### src/rtl/pfc_pkg.sv
package pfc_pkg;
    typedef enum logic [1:0] {P_IDLE, P_HDR, P_TAIL} prs_state_t;
    typedef enum logic {T_IDLE, T_HOLD} tmr_state_t;

    localparam logic [47:0] CTRL_MCAST  = 48'h0180C2000001;
    localparam logic [15:0] CTRL_ETYPE  = 16'h8808;
    localparam logic [15:0] PAUSE_OPC   = 16'h0001;
endpackage

### src/rtl/pfc_rx_parser.sv
module pfc_rx_parser
    import pfc_pkg::*;
#(
    parameter int PERIOD_W   = 16,
    parameter int MIN_OCTETS = 64
) (
    input  logic                clk,
    input  logic                rst_n,
    input  logic                cfg_fc_en,
    input  logic [47:0]         cfg_station_addr,
    input  logic [3:0]          rx_nib,
    input  logic                rx_nib_vld,
    input  logic                rx_sof,
    input  logic                rx_eof,
    input  logic                rx_frame_ok,
    output logic                commit,
    output logic [PERIOD_W-1:0] commit_val
);
    localparam int CNT_W = $clog2(MIN_OCTETS) + 1;
    localparam logic [CNT_W-1:0] IDX_TYPE_HI = CNT_W'(12);
    localparam logic [CNT_W-1:0] IDX_TYPE_LO = CNT_W'(13);
    localparam logic [CNT_W-1:0] IDX_OPC_HI  = CNT_W'(14);
    localparam logic [CNT_W-1:0] IDX_OPC_LO  = CNT_W'(15);
    localparam logic [CNT_W-1:0] IDX_PRM_HI  = CNT_W'(16);
    localparam logic [CNT_W-1:0] IDX_PRM_LO  = CNT_W'(17);
    localparam logic [CNT_W-1:0] IDX_DA_END  = CNT_W'(6);
    localparam logic [CNT_W-1:0] MIN_CNT     = CNT_W'(MIN_OCTETS);

    prs_state_t          state;
    logic                phase;
    logic [3:0]          lo_nib;
    logic [CNT_W-1:0]    oct_cnt;
    logic                m_mc, m_bc, m_own, m_type, m_op;
    logic [15:0]         prm;
    logic [7:0]          octet;
    logic                octet_done;

    assign octet      = {rx_nib, lo_nib};
    assign octet_done = (state != P_IDLE) && rx_nib_vld && phase && !rx_sof;

    function automatic logic [7:0] addr_byte(input logic [47:0] a, input logic [CNT_W-1:0] i);
        return a[(5 - int'(i)) * 8 +: 8];
    endfunction

    // state register and per-octet field capture
    always_ff @(posedge clk or negedge rst_n) begin
        if (!rst_n) begin
            state   <= P_IDLE;
            phase   <= 1'b0;
            lo_nib  <= '0;
            oct_cnt <= '0;
            m_mc    <= 1'b0;
            m_bc    <= 1'b0;
            m_own   <= 1'b0;
            m_type  <= 1'b0;
            m_op    <= 1'b0;
            prm     <= '0;
        end else if (rx_sof && rx_nib_vld) begin
            state   <= P_HDR;
            phase   <= 1'b1;
            lo_nib  <= rx_nib;
            oct_cnt <= '0;
            m_mc    <= 1'b1;
            m_bc    <= 1'b1;
            m_own   <= 1'b1;
            m_type  <= 1'b1;
            m_op    <= 1'b1;
        end else if (rx_eof) begin
            state <= P_IDLE;
            phase <= 1'b0;
        end else if (state != P_IDLE && rx_nib_vld) begin
            if (!phase) begin
                lo_nib <= rx_nib;
                phase  <= 1'b1;
            end else begin
                phase <= 1'b0;
                if (oct_cnt != '1)
                    oct_cnt <= oct_cnt + 1'b1;
                if (oct_cnt < IDX_DA_END) begin
                    m_mc  <= m_mc  && (octet == addr_byte(CTRL_MCAST, oct_cnt));
                    m_bc  <= m_bc  && (octet == 8'hFF);
                    m_own <= m_own && (octet == addr_byte(cfg_station_addr, oct_cnt));
                end
                unique case (state)
                    P_HDR: begin
                        if (oct_cnt == IDX_TYPE_HI) m_type <= m_type && (octet == CTRL_ETYPE[15:8]);
                        if (oct_cnt == IDX_TYPE_LO) m_type <= m_type && (octet == CTRL_ETYPE[7:0]);
                        if (oct_cnt == IDX_OPC_HI)  m_op   <= m_op   && (octet == PAUSE_OPC[15:8]);
                        if (oct_cnt == IDX_OPC_LO)  m_op   <= m_op   && (octet == PAUSE_OPC[7:0]);
                        if (oct_cnt == IDX_PRM_HI)  prm[15:8] <= octet;
                        if (oct_cnt == IDX_PRM_LO) begin
                            prm[7:0] <= octet;
                            state    <= P_TAIL;
                        end
                    end
                    P_TAIL: ;
                    default: ;
                endcase
            end
        end
    end

    // outputs: commit only on the end transition out of P_TAIL
    always_comb begin
        commit     = rx_eof && (state == P_TAIL) && (oct_cnt >= MIN_CNT) &&
                     (m_mc || m_bc || m_own) && m_type && m_op &&
                     rx_frame_ok && cfg_fc_en;
        commit_val = PERIOD_W'(prm);
    end

    AST_TAIL_AFTER_HDR: assert property (@(posedge clk) disable iff (!rst_n)
        (state == P_TAIL) |-> (oct_cnt > IDX_PRM_LO));
    AST_COMMIT_GATED: assert property (@(posedge clk) disable iff (!rst_n)
        commit |-> (cfg_fc_en && rx_frame_ok && $past(rx_nib_vld)));
endmodule

### src/rtl/pfc_pause_timer.sv
module pfc_pause_timer
    import pfc_pkg::*;
#(
    parameter int PERIOD_W  = 16,
    parameter int SLOT_CLKS = 128
) (
    input  logic                clk,
    input  logic                rst_n,
    input  logic                load_en,
    input  logic [PERIOD_W-1:0] load_val,
    output logic                pause
);
    localparam int PRE_W = (SLOT_CLKS > 1) ? $clog2(SLOT_CLKS) : 1;
    localparam logic [PRE_W-1:0] PRE_LAST = PRE_W'(SLOT_CLKS - 1);
    localparam logic [PERIOD_W-1:0] ONE_SLOT = PERIOD_W'(1);

    tmr_state_t          state;
    logic [PERIOD_W-1:0] slot_cnt;
    logic [PRE_W-1:0]    pre_cnt;

    // state register: load and release take priority over expire
    always_ff @(posedge clk or negedge rst_n) begin
        if (!rst_n) begin
            state    <= T_IDLE;
            slot_cnt <= '0;
            pre_cnt  <= '0;
        end else if (load_en) begin
            pre_cnt  <= '0;
            slot_cnt <= load_val;
            state    <= (load_val == '0) ? T_IDLE : T_HOLD;
        end else begin
            unique case (state)
                T_IDLE: pre_cnt <= '0;
                T_HOLD: begin
                    if (pre_cnt == PRE_LAST) begin
                        pre_cnt  <= '0;
                        slot_cnt <= slot_cnt - 1'b1;
                        if (slot_cnt == ONE_SLOT)
                            state <= T_IDLE;
                    end else begin
                        pre_cnt <= pre_cnt + 1'b1;
                    end
                end
                default: state <= T_IDLE;
            endcase
        end
    end

    always_comb pause = (state == T_HOLD);

    AST_RELOAD_VALUE: assert property (@(posedge clk) disable iff (!rst_n)
        load_en |=> (slot_cnt == $past(load_val)));
    AST_ZERO_RELEASE: assert property (@(posedge clk) disable iff (!rst_n)
        (load_en && load_val == '0) |=> !pause);
    AST_HOLD_NONZERO: assert property (@(posedge clk) disable iff (!rst_n)
        pause |-> (slot_cnt != '0));
    AST_NO_GROWTH: assert property (@(posedge clk) disable iff (!rst_n)
        (pause && !load_en) |=> (slot_cnt <= $past(slot_cnt)));
endmodule

### src/rtl/pfc_flow_ctrl.sv
module pfc_flow_ctrl
    import pfc_pkg::*;
#(
    parameter int PERIOD_W   = 16,
    parameter int SLOT_CLKS  = 128,
    parameter int MIN_OCTETS = 64
) (
    input  logic        clk,
    input  logic        rst_n,
    input  logic        cfg_fc_en,
    input  logic [47:0] cfg_station_addr,
    input  logic [3:0]  rx_nib,
    input  logic        rx_nib_vld,
    input  logic        rx_sof,
    input  logic        rx_eof,
    input  logic        rx_frame_ok,
    input  logic        tx_norm_req,
    input  logic        tx_oos_req,
    output logic        tx_pause,
    output logic        tx_norm_ok,
    output logic        tx_oos_ok
);
    logic                commit;
    logic [PERIOD_W-1:0] commit_val;
    logic                oos_used;

    pfc_rx_parser #(.PERIOD_W(PERIOD_W), .MIN_OCTETS(MIN_OCTETS)) i_parser (
        .clk(clk), .rst_n(rst_n), .cfg_fc_en(cfg_fc_en),
        .cfg_station_addr(cfg_station_addr), .rx_nib(rx_nib),
        .rx_nib_vld(rx_nib_vld), .rx_sof(rx_sof), .rx_eof(rx_eof),
        .rx_frame_ok(rx_frame_ok), .commit(commit), .commit_val(commit_val)
    );

    pfc_pause_timer #(.PERIOD_W(PERIOD_W), .SLOT_CLKS(SLOT_CLKS)) i_timer (
        .clk(clk), .rst_n(rst_n), .load_en(commit), .load_val(commit_val),
        .pause(tx_pause)
    );

    always_ff @(posedge clk or negedge rst_n) begin
        if (!rst_n)
            oos_used <= 1'b0;
        else if (!tx_pause)
            oos_used <= 1'b0;
        else if (tx_oos_req)
            oos_used <= 1'b1;
    end

    always_comb begin
        tx_norm_ok = tx_norm_req && !tx_pause;
        tx_oos_ok  = tx_oos_req && (!tx_pause || !oos_used);
    end

    AST_PAUSE_FROM_EOF: assert property (@(posedge clk) disable iff (!rst_n)
        $rose(tx_pause) |-> $past(rx_eof && cfg_fc_en));
    AST_OOS_ONCE: assert property (@(posedge clk) disable iff (!rst_n)
        (tx_pause && $past(tx_pause) && $past(tx_oos_ok)) |-> !tx_oos_ok);
endmodule

### config.mk
export PLATFORM = sky130hd
export DESIGN_NAME = pfc_flow_ctrl
export DESIGN_NICKNAME = d
export VERILOG_FILES = /design/src/rtl/pfc_pkg.sv /design/src/rtl/pfc_rx_parser.sv /design/src/rtl/pfc_pause_timer.sv /design/src/rtl/pfc_flow_ctrl.sv
export SDC_FILE = /design/constraint.sdc
export NUM_CORES = 1
export LEC_CHECK = 0
export BUFFER_PORTS_ARGS = -buffer_cell sky130_fd_sc_hd__buf_2
export CORE_ASPECT_RATIO = 0.6
export CORE_MARGIN = 2
export CORE_UTILIZATION = 32
export DETAILED_ROUTE_END_ITERATION = 7
export GPL_ROUTABILITY_DRIVEN = 0
export PLACE_DENSITY_LB_ADDON = 0.12
export SLEW_MARGIN = 25
export SYNTH_ARGS = -nofsm -noshare
export SYNTH_HDL_FRONTEND = slang
export SYNTH_SLANG_ARGS = --single-unit
export TNS_END_PERCENT = 5
### constraint.sdc
create_clock -name clk -period 4.15 [get_ports clk]
set_input_delay 0.2075 -clock clk [delete_from_list [all_inputs] [get_ports clk]]
set_output_delay 0.2075 -clock clk [all_outputs]
set_load 0.02 [all_outputs]
* Yosys cells after proc, flatten, opt, wreduce, memory -nomap -nowiden
Index checks and enable logic that the tools add are counted.
** Word-level totals
- Register bits :: 60
- Input bits :: 61
- Output and inout port bits :: 3
- Word-level logic and storage cells :: 155
** Operators by class
- Add/sub/neg operators :: 4
- $lt $le $gt $ge :: 2
- Eq/ne operators :: 20
- Shift operators :: 2
- Mux-type cells :: 61
- Bitwise logic cells :: 3
- Reduce and logical (&&, ||, !) cells :: 48
** Operators by type and width (count)
- two-way mux 7 bit :: 7
- two-way mux 16 bit :: 3
- variable part select 48 x 32 -> 8 bit :: 1
- variable part select 48 x 32 -> 8 bit (first input constant) :: 1
- two-way mux 1 bit :: 40
- == test 7 x 4 -> 1 bit (second input constant) :: 4
- logical AND 1 bit :: 18
- nonzero test 3 bit :: 6
- == test 16 x 1 -> 1 bit (second input constant) :: 1
- == test 8 bit :: 2
- == test 8 bit (second input constant) :: 2
- zero test 16 bit :: 1
- two-way mux 4 bit :: 4
- nonzero test 2 bit :: 8
- subtractor 16 x 1 -> 16 bit (second input constant) :: 1
- adder 7 x 1 -> 7 bit (second input constant) :: 2
- == test 7 x 5 -> 1 bit (second input constant) :: 2
- case mux 7 bit (2 select lines) :: 1
- two-way mux 2 bit :: 6
- AND reduction 4 bit :: 3
- AND reduction 6 bit :: 2
- AND reduction 5 bit :: 2
- == test 8 x 1 -> 1 bit (second input constant) :: 1
- == test 8 x 4 -> 1 bit (second input constant) :: 1
- other kinds (15) :: 21

* Depth between registers and ports, before layout
- Depth after elaboration :: 10
- Depth in mapped cells :: 11
- Mapped depth without buffers :: 9

* By module
From an unflattened synthesis, not the netlist that was laid out.
** Unflattened totals
- Cell total of the unflattened synthesis :: 375
- Area, all modules :: 3734.8 sq um
** By module, submodules not included
- pfc_rx_parser :: instances 1, cells each 213, area each 2282.2 sq um, sequential area each 875.8 sq um
- pfc_pause_timer :: instances 1, cells each 158, area each 1402.6 sq um, sequential area each 600.6 sq um
- pfc_flow_ctrl :: instances 1, cells each 4, area each 50.0 sq um, sequential area each 25.0 sq um

* Worst setup path after synthesis
Ideal clock, no wire load.
- Path kind :: reg2reg
- Start :: reg i_parser.oct_cnt[1]
- End :: reg i_parser.m_own
- Setup time :: 0.077 ns
- Arrival time :: 2.812 ns
- Path slack :: 1.261 ns
- Cell stages (with the launch flop) :: 12
- Clock period less this slack :: 2.889 ns
- Cell sequence :: dfrtp_1 -> clkbuf_1 -> inv_1 -> ha_1 -> buf_2 -> inv_1 -> o41ai_2 -> nand3_1 -> and4_4 -> nor4_2 -> nand4_1 -> a21oi_1
** On the way
- Longest elaborated chain between the ends :: 9
- Elaborated cells between the ends (all ways) :: 12
** Ends and longest elaborated chain
- start, declared :: RTL line pfc_rx_parser.sv:32 : logic [CNT_W-1:0] oct_cnt;
- start signal, assigned :: RTL line pfc_rx_parser.sv:78 : oct_cnt <= oct_cnt + 1'b1;
- subtractor 3 x 7 -> 8 bit :: RTL line pfc_rx_parser.sv:42 : return a[(5 - int'(i)) * 8 +: 8];
- variable part select 48 x 32 -> 8 bit :: RTL line pfc_rx_parser.sv:42
- == test 8 bit :: RTL line pfc_rx_parser.sv:82 : m_own <= m_own && (octet == addr_byte(cfg_station_addr, oct_cnt));
- logical AND 1 bit :: RTL line pfc_rx_parser.sv:82
- two-way mux 1 bit :: RTL line pfc_rx_parser.sv:79 : if (oct_cnt < IDX_DA_END) begin
- two-way mux 1 bit :: RTL line pfc_rx_parser.sv:72 : if (!phase) begin
- two-way mux 1 bit :: RTL line pfc_rx_parser.sv:71 : end else if (state != P_IDLE && rx_nib_vld) begin
- two-way mux 1 bit :: RTL line pfc_rx_parser.sv:68 : end else if (rx_eof) begin
- two-way mux 1 bit :: RTL line pfc_rx_parser.sv:58 : end else if (rx_sof && rx_nib_vld) begin
- end signal, assigned :: RTL line pfc_rx_parser.sv:82
- end, declared :: RTL line pfc_rx_parser.sv:33 : logic m_mc, m_bc, m_own, m_type, m_op;
Parallel ways exist; a longest one is shown, timed or not. The select of a mux whose other input is x is not followed.
A chain may end at the register's enable or synchronous reset.

* Final worst setup path
Ends and elaborated chain as after synthesis.

==> metrics.cfg <==
[floorplanning]
io_pins = 64
die_y_um = 87.4
rows = 30
die_w_um = 143
start_util_pct = 32.8
dieArea_um2 = 12500
core_um2 = 11300

[grt]
met3_usage_pct = 4.67
grtUsageTotal_pct = 17.5
busiest_layer = met1
grt_pass1_wl_um = 16500
antenna_found_initial = 0
grt_pass1_vias = 3035
met2_usage_pct = 21.2
use_met1_pct = 29.0
grt_max_degree = 53
grt_overflow_total = 0

[drt]
first_pass_iters = 4
antenna_left = 0
drc_errors = 0
drtIter0Drc = 246
wl_per_cell_um = 16.3
vias = 3136
routed_via_density = 5.09
wirelength_um = 10000

[setup_path]
crit_path_start_kind = register
cp.arrival_ns = 3.36
critPathRequiredTime_ns = 4.40
endpoint_kind = register
critical_path_class = register to register
critical_path.startpoint = i_parser.oct_cnt[1]$_DFFE_PN0P_
crit_fanout = 24
r2r-start = i_parser.oct_cnt[1]$_DFFE_PN0P_

[timing]
skew_ns = 0.00489
drv_slew = 0
period_needed_ns = 3.11
worstMarginPinSlew_ns = 0.909
fin_setup_tns_ns = 0
finalHoldViolations = 0
fin_crit_sh_pct = 74.9
fmax_mhz = 322
max_slew_margin_pct = 38.9
rsz0062_at_grt = false
setup_viol = 0

[logic_synthesis]
ys_types = 52
synth_edf_count = 0
yosysSeqAreaShare_pct = 40.5
syn_avg_cell_area_um2 = 9.48
syn_area_um2 = 3710
synthFlopType = dfrtp_1
synth-async-reset-ratio_pct = 100
yosysWarningCount = 0
syn_nets = 461
syn_inst = 391
ys_ff_latch = 60

[power_and_ir_drop]
ir_worst_vdd_mv = 0.211
p_leak_nw = 1.83
p_per_area_nw_per_um2 = 356

[finish]
post_layout_nonfiller_instances = 616
nets = 521
final_common_cell = buf_2
antennaDiodeCount = 0
final_cell_mix = buf_2, dfrtp_1, nand2_1
fin_area_um2 = 4500
post-route-util_pct = 39.8
syn_to_final_growth_pct = 21.4
drive_above_1_share_pct = 25.4

[place]
dp_hpwl_um = 7520
place_inst = 599
placed_area_um2 = 4170
io_buffers = 63

[job]
drv_cap = 0

[clock_network]
ctsResizeCount = 0
clk_pin_slew_ns = 0.05
clockBufferDepth = 2
clk_latency_ns = 0.33
cts_sinks = 60
htree_levels = 3
root_buffer = clkbuf_16
numCtsBuffers = 9
cts_tree = done

[status]
status = completed

[min_path]
hold_class = input pin to register
hp-start = tx_oos_req

-- registers in the layout, indices dropped and copies added (netlist names), 2 cells and up --
signal               cells
i_parser.state           2
i_parser.lo_nib          4
i_parser.commit_val     16
i_parser.oct_cnt         7
i_timer.slot_cnt        16
i_timer.pre_cnt          7
-- final cells by class --
type / count / area, um^2
clock buffers: 9 / 225
fillers: 1156 / 6800
inverters: 11 / 41.3
clock inverters: 7 / 91.3
well taps: 160 / 200
repair buffers: 69 / 363
multi-input cells: 300 / 2080
flip-flops and latches: 60 / 1500
-- synth_stat cells, drive strengths merged, types with 2 or more instances --
| cell type | number | area [um^2] |
|---|---|---|
| nand4b | 2 | 17.5 |
| or3 | 5 | 36.3 |
| o2111ai | 3 | 26.3 |
| ha | 9 | 113 |
| a2111oi | 2 | 55.1 |
| inv | 11 | 41.3 |
| a32o | 2 | 20.0 |
| nor2 | 31 | 116 |
| or2 | 2 | 12.5 |
| mux2i | 8 | 80.1 |
| o2111a | 5 | 56.3 |
| nor4 | 9 | 62.6 |
| a21oi | 9 | 45.0 |
| a21boi | 2 | 15.0 |
| or4 | 3 | 22.5 |
| clkbuf | 13 | 48.8 |
| xnor2 | 23 | 201 |
| o21a | 4 | 30.0 |
| nand4 | 8 | 50.1 |
| nand3 | 18 | 90.1 |
| dfrtp | 60 | 1500 |
| mux2 | 21 | 236 |
| nand2 | 32 | 120 |
| o21ai | 29 | 145 |
| a211oi | 2 | 15.0 |
| a22oi | 5 | 42.5 |
| and3 | 6 | 37.5 |
| buf | 7 | 43.8 |
| nand2b | 3 | 18.8 |
| xor2 | 9 | 78.8 |
| nor4b | 2 | 17.5 |
| and4 | 7 | 63.8 |
| nor3 | 19 | 100 |
| o31ai | 2 | 15.0 |
| and2 | 3 | 18.8 |
| a31oi | 7 | 43.8 |
-- worst max-delay path, stage by stage (launching register included) --
cell and delay [ns]:
dfrtp_1 0.32, buf_4 0.28, inv_1 0.16, ha_1 0.47, nand4_1 0.17, o41ai_2 0.08
buf_4 0.20, a32o_1 0.26, or4_1 0.51, a211oi_1 0.30, nand4_1 0.15, a21oi_1 0.14
-- kinds of logic after synthesis --
kind of cell             share of synthesized area (%)
AND/OR/NAND/NOR                                   21.7
buffers and inverters                             3.61
AO/OA/AOI/OAI                                     15.0
multiplexers                                      8.54
flip-flops                                        40.5
XOR/XNOR                                          7.56
adder cells (fa/ha/maj)                           3.04
-- worst paths after layout --
kind                                                   endpoint  slack (ns)  cells past startpoint
max in group asynchronous        i_parser.lo_nib[0]$_DFFE_PN0P_        2.98                      3
min in group asynchronous       i_parser.oct_cnt[4]$_DFFE_PN0P_        0.25                      2
worst min-delay path                       oos_used$_DFFE_PN0P_        0.10                      2
worst max register to register       i_parser.m_own$_DFFE_PN0P_        1.04                     11
worst min register to register     i_timer.pre_cnt[0]$_DFF_PN0_        0.47                      1
worst max-delay path                 i_parser.m_own$_DFFE_PN0P_        1.04                     11
-- per-layer routing --
metal  vias to the layer above  wire (um)
met4                         0         74
met5                         -          0
met2                        79       3570
met1                      1495       5860
li1                       1554          -
met3                         8        513
-- stage by stage --
| stage | hold slack [ns] | power, mW | worst slack (ns) |
|---|---|---|---|
| finish | 0.103 | 1.60 | 1.04 |
| global route | 0.107 | 1.67 | 0.844 |
| CTS | 0.0946 | 1.62 | 1.05 |
| detailed placement | 0.0713 | 0.811 | 1.06 |
| global placement | 0.0702 | 0.808 | 1.14 |
| floorplan | -0.0881 | 0.733 | 1.26 |
-- report_power, final --
part           internal (mW)  switching (mW)
clock                  0.523           0.275
sequential             0.598          0.0232
combinational         0.0858          0.0960
total                   1.21           0.394
-- what timing repair did --
item                      in CTS  in global routing
buffers inserted               0                  0
hold buffers                   1                  0
hold endpoints to repair       8                  0
(Power assumes the default switching activity.)
